===== src/rtl/fsmeq_pair_queue.sv =====
module fsmeq_pair_queue #(
  parameter int W     = 6,
  parameter int DEPTH = 64,
  parameter int AW    = $clog2(DEPTH)
) (
  input  logic         clk,
  input  logic         rst,
  input  logic         clear,
  input  logic         push,
  input  logic [W-1:0] push_data,
  input  logic         pop,
  output logic [W-1:0] rd_data,
  output logic         empty
);
  logic [AW:0]  wr_ptr, rd_ptr;
  logic [W-1:0] mem [DEPTH];

  always_ff @(posedge clk) begin
    if (rst || clear) begin
      wr_ptr <= '0;
      rd_ptr <= '0;
    end else begin
      if (push) wr_ptr <= wr_ptr + 1'b1;
      if (pop)  rd_ptr <= rd_ptr + 1'b1;
    end
  end

  // Plain write port and registered read port, suitable for block RAM
  always_ff @(posedge clk) begin
    if (push) mem[wr_ptr[AW-1:0]] <= push_data;
    if (pop)  rd_data <= mem[rd_ptr[AW-1:0]];
  end

  assign empty = (wr_ptr == rd_ptr);

  a_r10_no_overflow: assert property (@(posedge clk) disable iff (rst)
    push |-> ((wr_ptr - rd_ptr) < (AW+1)'(DEPTH)));
  a_r10_no_underflow: assert property (@(posedge clk) disable iff (rst)
    pop |-> !empty);
endmodule


===== config.mk =====
export PLATFORM = sky130hd
export DESIGN_NAME = fsmeq_pair_queue
export DESIGN_NICKNAME = d
export VERILOG_FILES = /design/src/rtl/fsmeq_pair_queue.sv
export SDC_FILE = /design/constraint.sdc
export NUM_CORES = 1
export LEC_CHECK = 0
export ABC_CLOCK_PERIOD_IN_PS = 2200
export CORE_ASPECT_RATIO = 2
export CORE_MARGIN = 4
export CORE_UTILIZATION = 59
export CTS_BUF_LIST = sky130_fd_sc_hd__clkbuf_8
export DETAILED_ROUTE_END_ITERATION = 12
export DONT_BUFFER_PORTS = 1
export GPL_TIMING_DRIVEN = 0
export PLACE_DENSITY = 0.9
export SKIP_LAST_GASP = 1
export SYNTH_ARGS = -nofsm -noshare
export SYNTH_HDL_FRONTEND = slang
export SYNTH_SLANG_ARGS = --single-unit

===== constraint.sdc =====
create_clock -name clk -period 2.2 [get_ports clk]
set_clock_uncertainty 0.15 [all_clocks]
set_input_delay 0.55 -clock clk [delete_from_list [all_inputs] [get_ports clk]]
set_output_delay 0.55 -clock clk [all_outputs]
set_load 0.01 [all_outputs]

==> results of run 1 <==
[critical path, cell delays in order, from the launching register on]
cell	delay [ns]
dfxtp_2	0.46
buf_4	0.30
clkbuf_4	0.29
xor2_1	0.12
nor4_4	0.38
[flip-flops by register name (all words and copies together), names as in the netlist]
| name | count |
|---|---|
| mem | 384 |
| rd_ptr | 7 |
| wr_ptr | 7 |
| rd_data | 6 |
[layer usage]
metal / wire (microns) / up-vias / global-route usage [%]
li1: - / 3654 / -
met1: 12800 / 4459 / 28.7
met2: 21400 / 680 / 45.4
met3: 3280 / 208 / 3.57
met4: 3610 / 0 / 19.8
met5: 0 / - / 0
[cell families after synthesis]
kind of cell,synth area share [%]
flops,74.1
simple gates,4.99
mux,14.4
compound gates,3.37
buf+inv,2.10
xor+xnor,0.866
fa+ha+maj,0.155
[repair_timing]
action | 4_1_cts | 5_1_grt
gates cloned | 0 | 2
hold endpoints to repair | 390 | 0
endpoints found under the setup margin | 380 | 382
pin swaps | 5 | 10
resized for setup | 126 | 77
hold buffers | 7 | 0
setup buffers | 12 | 12
[metrics by stage]
step | TNS, ns | total power, uW | setup slack (ns) | area [sq um]
2_1_floorplan | -0.00557 | 8850 | -0.00557 | 16300
3_3_place_gp | -103.95 | 8930 | -0.668 | 16700
3_5_place_dp | -118.57 | 8940 | -0.727 | 16700
4_1_cts | -29.68 | 14900 | -0.584 | 18600
5_1_grt | -6.19 | 15400 | -0.682 | 19000
6_report | -5.78 | 15000 | -0.664 | 19000
[power by group]
part	internal, uW	switching, uW
Clock	3350	2680
Sequential	8440	12.2
Combinational	218	340
Total	12000	3030
[cells in the mapped netlist (3+ instances only)]
cell and count:
nor2_1 83, nand3b_1 5, nor3_1 9, xnor2_1 6, o211ai_1 4, clkbuf_1 24, buf_6 5, buf_2 15
nand2_1 27, or3_1 3, xor2_1 10, mux2_2 4, mux2i_1 66, a2111oi_2 4, a221oi_1 8, a211oi_1 10
dfxtp_1 14, a22oi_1 4, and3_1 3, nand4_1 6, inv_1 4, buf_1 3, and2_1 3, nand2b_1 4
edfxtp_1 390, o221ai_1 4, o32ai_1 4, a21oi_1 12, buf_4 6, a221o_1 6, mux4_1 11, o22ai_1 4
o21a_1 5, nand3_1 14, nor2b_1 10, mux4_2 59
[worst max-delay path by stage]
stage	slack, ns	startpoint	endpoint	cells after the start
2_1_floorplan	-0.006	rd_ptr[1]$_SDFFE_PP0P_	empty	8
3_3_place_gp	-0.67	rd_ptr[1]$_SDFFE_PP0P_	rd_data[5]$_DFFE_PP_	6
3_5_place_dp	-0.73	rd_ptr[0]$_SDFFE_PP0P_	rd_data[1]$_DFFE_PP_	7
4_1_cts	-0.58	rd_ptr[1]$_SDFFE_PP0P_	empty	7
5_1_grt	-0.68	rd_ptr[2]$_SDFFE_PP0P_	empty	5
6_report	-0.66	rd_ptr[3]$_SDFFE_PP0P_	empty	4
[layout make-up]
cell class	instances	area share, %
clock inverter	33	1.83
sequential	404	63.1
antenna	1	0.0131
tap	348	2.29
clock buffer	58	4.19
timing repair buffer	33	2.52
buffer	52	2.51
inverter	4	0.0789
multi-input combinational	402	23.5
==> results.py, run 1 <==
metrics = {
    "outcome": {
        "failed_checks": "negative setup slack",
        "status": "complete, but fails checks",
    },
    "floorplanning": {
        "start_util_pct": 59.9,
        "num_rows": 85,
        "coreArea_sq_um": 27000,
        "die_w_microns": 125,
        "die_h_microns": 242,
        "io_pins": 18,
        "dieArea_sq_um": 30300,
    },
    "clock_tree": {
        "clock_sinks": 404,
        "path_clk_slew_ns": 0.08,
        "htreeDepth": 2,
        "clockBufferDepth": 3,
        "cts_buffers": 49,
        "cts_tree": "done",
        "clock_latency_ns": 0.59,
        "cts-root-buf": "clkbuf_8",
    },
    "timing": {
        "setup_slack_ns": -0.664,
        "holdWs_ns": 0.165,
        "setup_viol_count_final": 45,
        "rsz0062_at_grt": "true",
        "post-route-period-util_pct": 130,
        "fmax_mhz": 349,
        "slew_headroom_pct": 32.8,
        "min_period_ns": 2.86,
        "hold_violations": 0,
        "slew_viol_final": 0,
        "worst_pin_slew_ns": 1.01,
    },
    "flow_run": {
        "max_cap_viol_count": 0,
    },
    "route": {
        "via_count": 9001,
        "dr.pass1.iters": 7,
        "drt-vias-per-instance": 6.74,
        "drt-total-wl_microns": 41100,
        "drt_iter0_drc": 1305,
        "antenna_left": 0,
        "avgRoutedWirePerCell_microns": 30.8,
        "drc": 0,
    },
    "worst_setup_path": {
        "cp-start-kind": "register",
        "r2r_slack_ns": -0.63,
        "cp.required_ns": 1.50,
        "r2r_start": "rd_ptr[1]$_SDFFE_PP0P_",
        "worstPathMaxFanout": 10,
        "crit_path_end_kind": "primary output",
        "ff2ff_path_depth": 6,
        "critPathKind": "register to primary output",
        "reg2reg_to": "rd_data[0]$_DFFE_PP_",
        "critical_path_arrival_ns": 2.16,
    },
    "place": {
        "placedCellCount": 1214,
        "gp_congestion": 1.01,
        "hpwlAfterDp_microns": 24200,
        "portBuffers": 0,
    },
    "yosys": {
        "synth-async-reset-ratio_pct": 0,
        "synth-seq-area-share_pct": 74.1,
        "avgSynthCellArea_sq_um": 18.7,
        "synth_edf_count": 390,
        "yosysWarnings": 0,
        "synthDistinctLibCells": 47,
        "syn_nets": 879,
        "netlist.area_leader.share_pct": 72.4,
        "ys_seq_elements": 404,
        "synth_flop_cell": "edfxtp_1",
        "synthCells": 866,
        "synth_area_sq_um": 16200,
        "synth.area.top_cells": "edfxtp_1 (72%), mux4_2 (8.2%), mux2i_1 (4.1%), nor2_1 (1.9%), mux4_1 (1.8%)",
        "yosysTopAreaCell": "edfxtp_1",
    },
    "min_path": {
        "hold_path.class": "input pin to register",
        "worstHoldEndpoint": "wr_ptr[6]$_SDFFE_PP0P_",
        "holdPathStages": 3,
        "min_from": "push",
    },
    "layout": {
        "post-route-util_pct": 70.4,
        "layout_common_cells": "edfxtp_1 (390), mux2i_1 (63), mux4_2 (62), clkbuf_8 (58), nor2_4 (38)",
        "areaGrowthSynthToFinish_pct": 17.7,
        "num-nets-final": 959,
        "instances_no_fill": 1335,
        "seq_area_sq_um": 12000,
        "multi_input_area_sq_um": 4470,
        "drive_above_1_share_pct": 32.5,
        "fill_cells": 1469,
        "final_common_cell": "edfxtp_1",
    },
    "grt": {
        "grt_overflow_total": 0,
        "antenna_found_initial": 1,
        "grt_max_degree": 65,
        "grt_pass1_wl_microns": 58000,
        "grt_pass1_vias": 9130,
        "track_usage_pct": 26.1,
    },
    "power": {
        "p_leak_uw": 0.00580,
        "ir_worst_vdd_uv": 372,
        "power.density_nw_per_um2": 791,
    },
}
Note: power is estimated with default switching activity, not from simulation.
==> run 2, diff against run 1 <==
--- a/config.mk
+++ b/config.mk
@@ -5,15 +5,17 @@
 export SDC_FILE = /design/constraint.sdc
 export NUM_CORES = 1
 export LEC_CHECK = 0
+export ABC_AREA = 1
 export ABC_CLOCK_PERIOD_IN_PS = 2200
 export CORE_ASPECT_RATIO = 2
 export CORE_MARGIN = 4
-export CORE_UTILIZATION = 59
+export CORE_UTILIZATION = 60
 export CTS_BUF_LIST = sky130_fd_sc_hd__clkbuf_8
 export DETAILED_ROUTE_END_ITERATION = 12
 export DONT_BUFFER_PORTS = 1
 export GPL_TIMING_DRIVEN = 0
-export PLACE_DENSITY = 0.9
+export HOLD_SLACK_MARGIN = 0.02
+export PLACE_DENSITY = 0.91
 export SKIP_LAST_GASP = 1
 export SYNTH_ARGS = -nofsm -noshare
 export SYNTH_HDL_FRONTEND = slang
==> results.py, run 2 <==
metrics = {
    "timing": {
        "tns_ns": -8.06,
        "rsz0062_at_grt": "true",
        "slew_headroom_pct": 41.6,
        "post-route-period-util_pct": 121,
        "fmax_mhz": 376,
        "setup_slack_ns": -0.457,
        "setup_viol_count_final": 125,
        "worst_pin_slew_ns": 0.876,
        "hold_violations": 0,
        "slew_viol_final": 0,
        "min_period_ns": 2.66,
    },
    "grt": {
        "grt_pass1_vias": 12887,
        "track_usage_pct": 33.1,
        "antenna_found_initial": 1,
        "grt_max_degree": 65,
        "grt_pass1_wl_microns": 76700,
        "grt_overflow_total": 0,
    },
    "clock_tree": {
        "cts-root-buf": "clkbuf_8",
        "htreeDepth": 2,
        "path_clk_slew_ns": 0.08,
        "clock_sinks": 404,
        "cts_tree": "done",
        "clock_latency_ns": 0.62,
        "cts_buffers": 53,
        "clockBufferDepth": 3,
    },
    "place": {
        "gp_congestion": 1.02,
        "hpwlAfterDp_microns": 34500,
        "placedCellCount": 2049,
        "portBuffers": 0,
    },
    "route": {
        "via_count": 13307,
        "drt_iter0_drc": 1840,
        "drt-vias-per-instance": 6.10,
        "drc": 0,
        "avgRoutedWirePerCell_microns": 25.6,
        "drt-total-wl_microns": 55800,
        "antenna_left": 0,
        "dr.pass1.iters": 6,
    },
    "layout": {
        "num-nets-final": 1793,
        "areaGrowthSynthToFinish_pct": 17.3,
        "final_common_cell": "nand2_1",
        "instances_no_fill": 2180,
        "drive_above_1_share_pct": 18.2,
        "largest_reg_flops": 384,
        "layout_common_cells": "nand2_1 (483), edfxtp_1 (390), inv_1 (199), nand3_1 (156), nor2_1 (131)",
    },
    "power": {
        "p_leak_uw": 0.00817,
        "ir_worst_vdd_uv": 670,
        "power.density_nw_per_um2": 746,
    },
    "yosys": {
        "yosysTopAreaCell": "edfxtp_1",
        "synth_edf_count": 390,
        "synthDistinctLibCells": 25,
        "synth-async-reset-ratio_pct": 0,
        "syn_nets": 1706,
        "synth_area_sq_um": 17400,
        "synthTopCellsByCount": "nand2_1 (506), edfxtp_1 (390), nor2_1 (196)",
        "synth_flop_cell": "edfxtp_1",
        "synth-seq-area-share_pct": 69.0,
        "yosysWarnings": 0,
        "synth_most_common_cell": "nand2_1",
        "synth.area.top_cells": "edfxtp_1 (67%), nand2_1 (11%), nand3_1 (5.6%), nor2_1 (4.2%), inv_1 (4.2%)",
        "synthCells": 1693,
        "ys_seq_elements": 404,
        "avgSynthCellArea_sq_um": 10.3,
        "netlist.area_leader.share_pct": 67.4,
    },
    "worst_setup_path": {
        "r2r_start": "rd_ptr[1]$_SDFFE_PP0P_",
        "cp-start-kind": "register",
        "critPathKind": "register to primary output",
        "cp.required_ns": 1.50,
        "worstPathMaxFanout": 9,
        "ff2ff_path_depth": 15,
        "critical_path_arrival_ns": 1.96,
        "reg2reg_to": "rd_data[0]$_DFFE_PP_",
        "r2r_slack_ns": -0.19,
        "crit_path_end_kind": "primary output",
    },
    "min_path": {
        "min_from": "pop",
        "worstHoldEndpoint": "rd_ptr[3]$_SDFFE_PP0P_",
        "hold_path.class": "input pin to register",
        "holdPathStages": 4,
    },
    "floorplanning": {
        "start_util_pct": 61.1,
        "dieArea_sq_um": 31900,
        "coreArea_sq_um": 28400,
        "io_pins": 18,
        "num_rows": 87,
        "die_w_microns": 128,
        "die_h_microns": 249,
    },
    "outcome": {
        "failed_checks": "negative setup slack",
        "status": "complete, but fails checks",
    },
    "flow_run": {
        "max_cap_viol_count": 0,
    },
}
run 2: report_power, final:
group / switching [uW] / internal (uW) / total (uW)
sequential: 14.0 / 8450 / 8460
clock: 2840 / 3100 / 5940
combinational: 581 / 215 / 796
total: 3440 / 11800 / 15200
run 2: repair_timing:
action	4_1_cts	5_1_grt
buffers inserted	6	16
gates resized for setup	105	185
endpoints found under the hold margin	393	0
hold buffers	8	0
pin swaps	4	37
setup endpoints to repair	235	266
gates cloned	1	4
run 2: layer usage:
metal	global-route usage [%]	part of all wire [%]
met1	34.9	29
met2	56.4	50
met3	5.76	9.0
met4	26.7	11
met5	0	0
run 2: final cells by class:
| type | count | area (sq um) |
|---|---|---|
| tap | 356 | 445 |
| antenna | 1 | 2.50 |
| sequential | 404 | 12000 |
| fill | 1732 | 8040 |
| timing repair buffer | 35 | 544 |
| clock inverter | 45 | 383 |
| buffer | 79 | 632 |
| multi-input combinational | 1008 | 4880 |
| inverter | 199 | 757 |
| clock buffer | 53 | 729 |
run 2: worst max-delay path by stage:
stage | start | to | slack (ns) | cells after the start
CTS | rd_ptr[1]$_SDFFE_PP0P_ | empty | -0.51 | 6
finish | wr_ptr[0]$_SDFFE_PP0P_ | empty | -0.46 | 4
global placement | rd_ptr[1]$_SDFFE_PP0P_ | empty | -0.68 | 6
global route | rd_ptr[4]$_SDFFE_PP0P_ | empty | -0.52 | 3
detailed placement | rd_ptr[1]$_SDFFE_PP0P_ | empty | -0.69 | 6
floorplan | rd_ptr[1]$_SDFFE_PP0P_ | empty | 0.05 | 6
run 2: logic make-up after synthesis:
group	share of synthesized area, %
xor gates and xnor gates	0.353
adders and majority gates	0.144
DFF	69.0
AOI/OAI and AO/OA	2.50
buffers and inverters	6.64
and+or+nand+nor	21.3
run 2: metrics by stage:
step	hold WS (ns)	utilization, %	instance area [sq um]	power [uW]	setup WS (ns)
after global placement	0.304	62.7	17800	9110	-0.675
after detailed placement	0.317	62.7	17800	9130	-0.690
after floorplan	0.293	-	17400	8930	0.0482
after CTS	0.0388	68.8	19500	15100	-0.513
after global routing	0.0682	71.7	20400	15500	-0.518
final	0.0555	71.7	20400	15200	-0.457
run 2: worst max-delay path, stage by stage (launching register included):
cell	delay [ns]
dfxtp_1	0.39
buf_2	0.25
xnor2_2	0.14
nand4_1	0.22
nor4_4	0.32
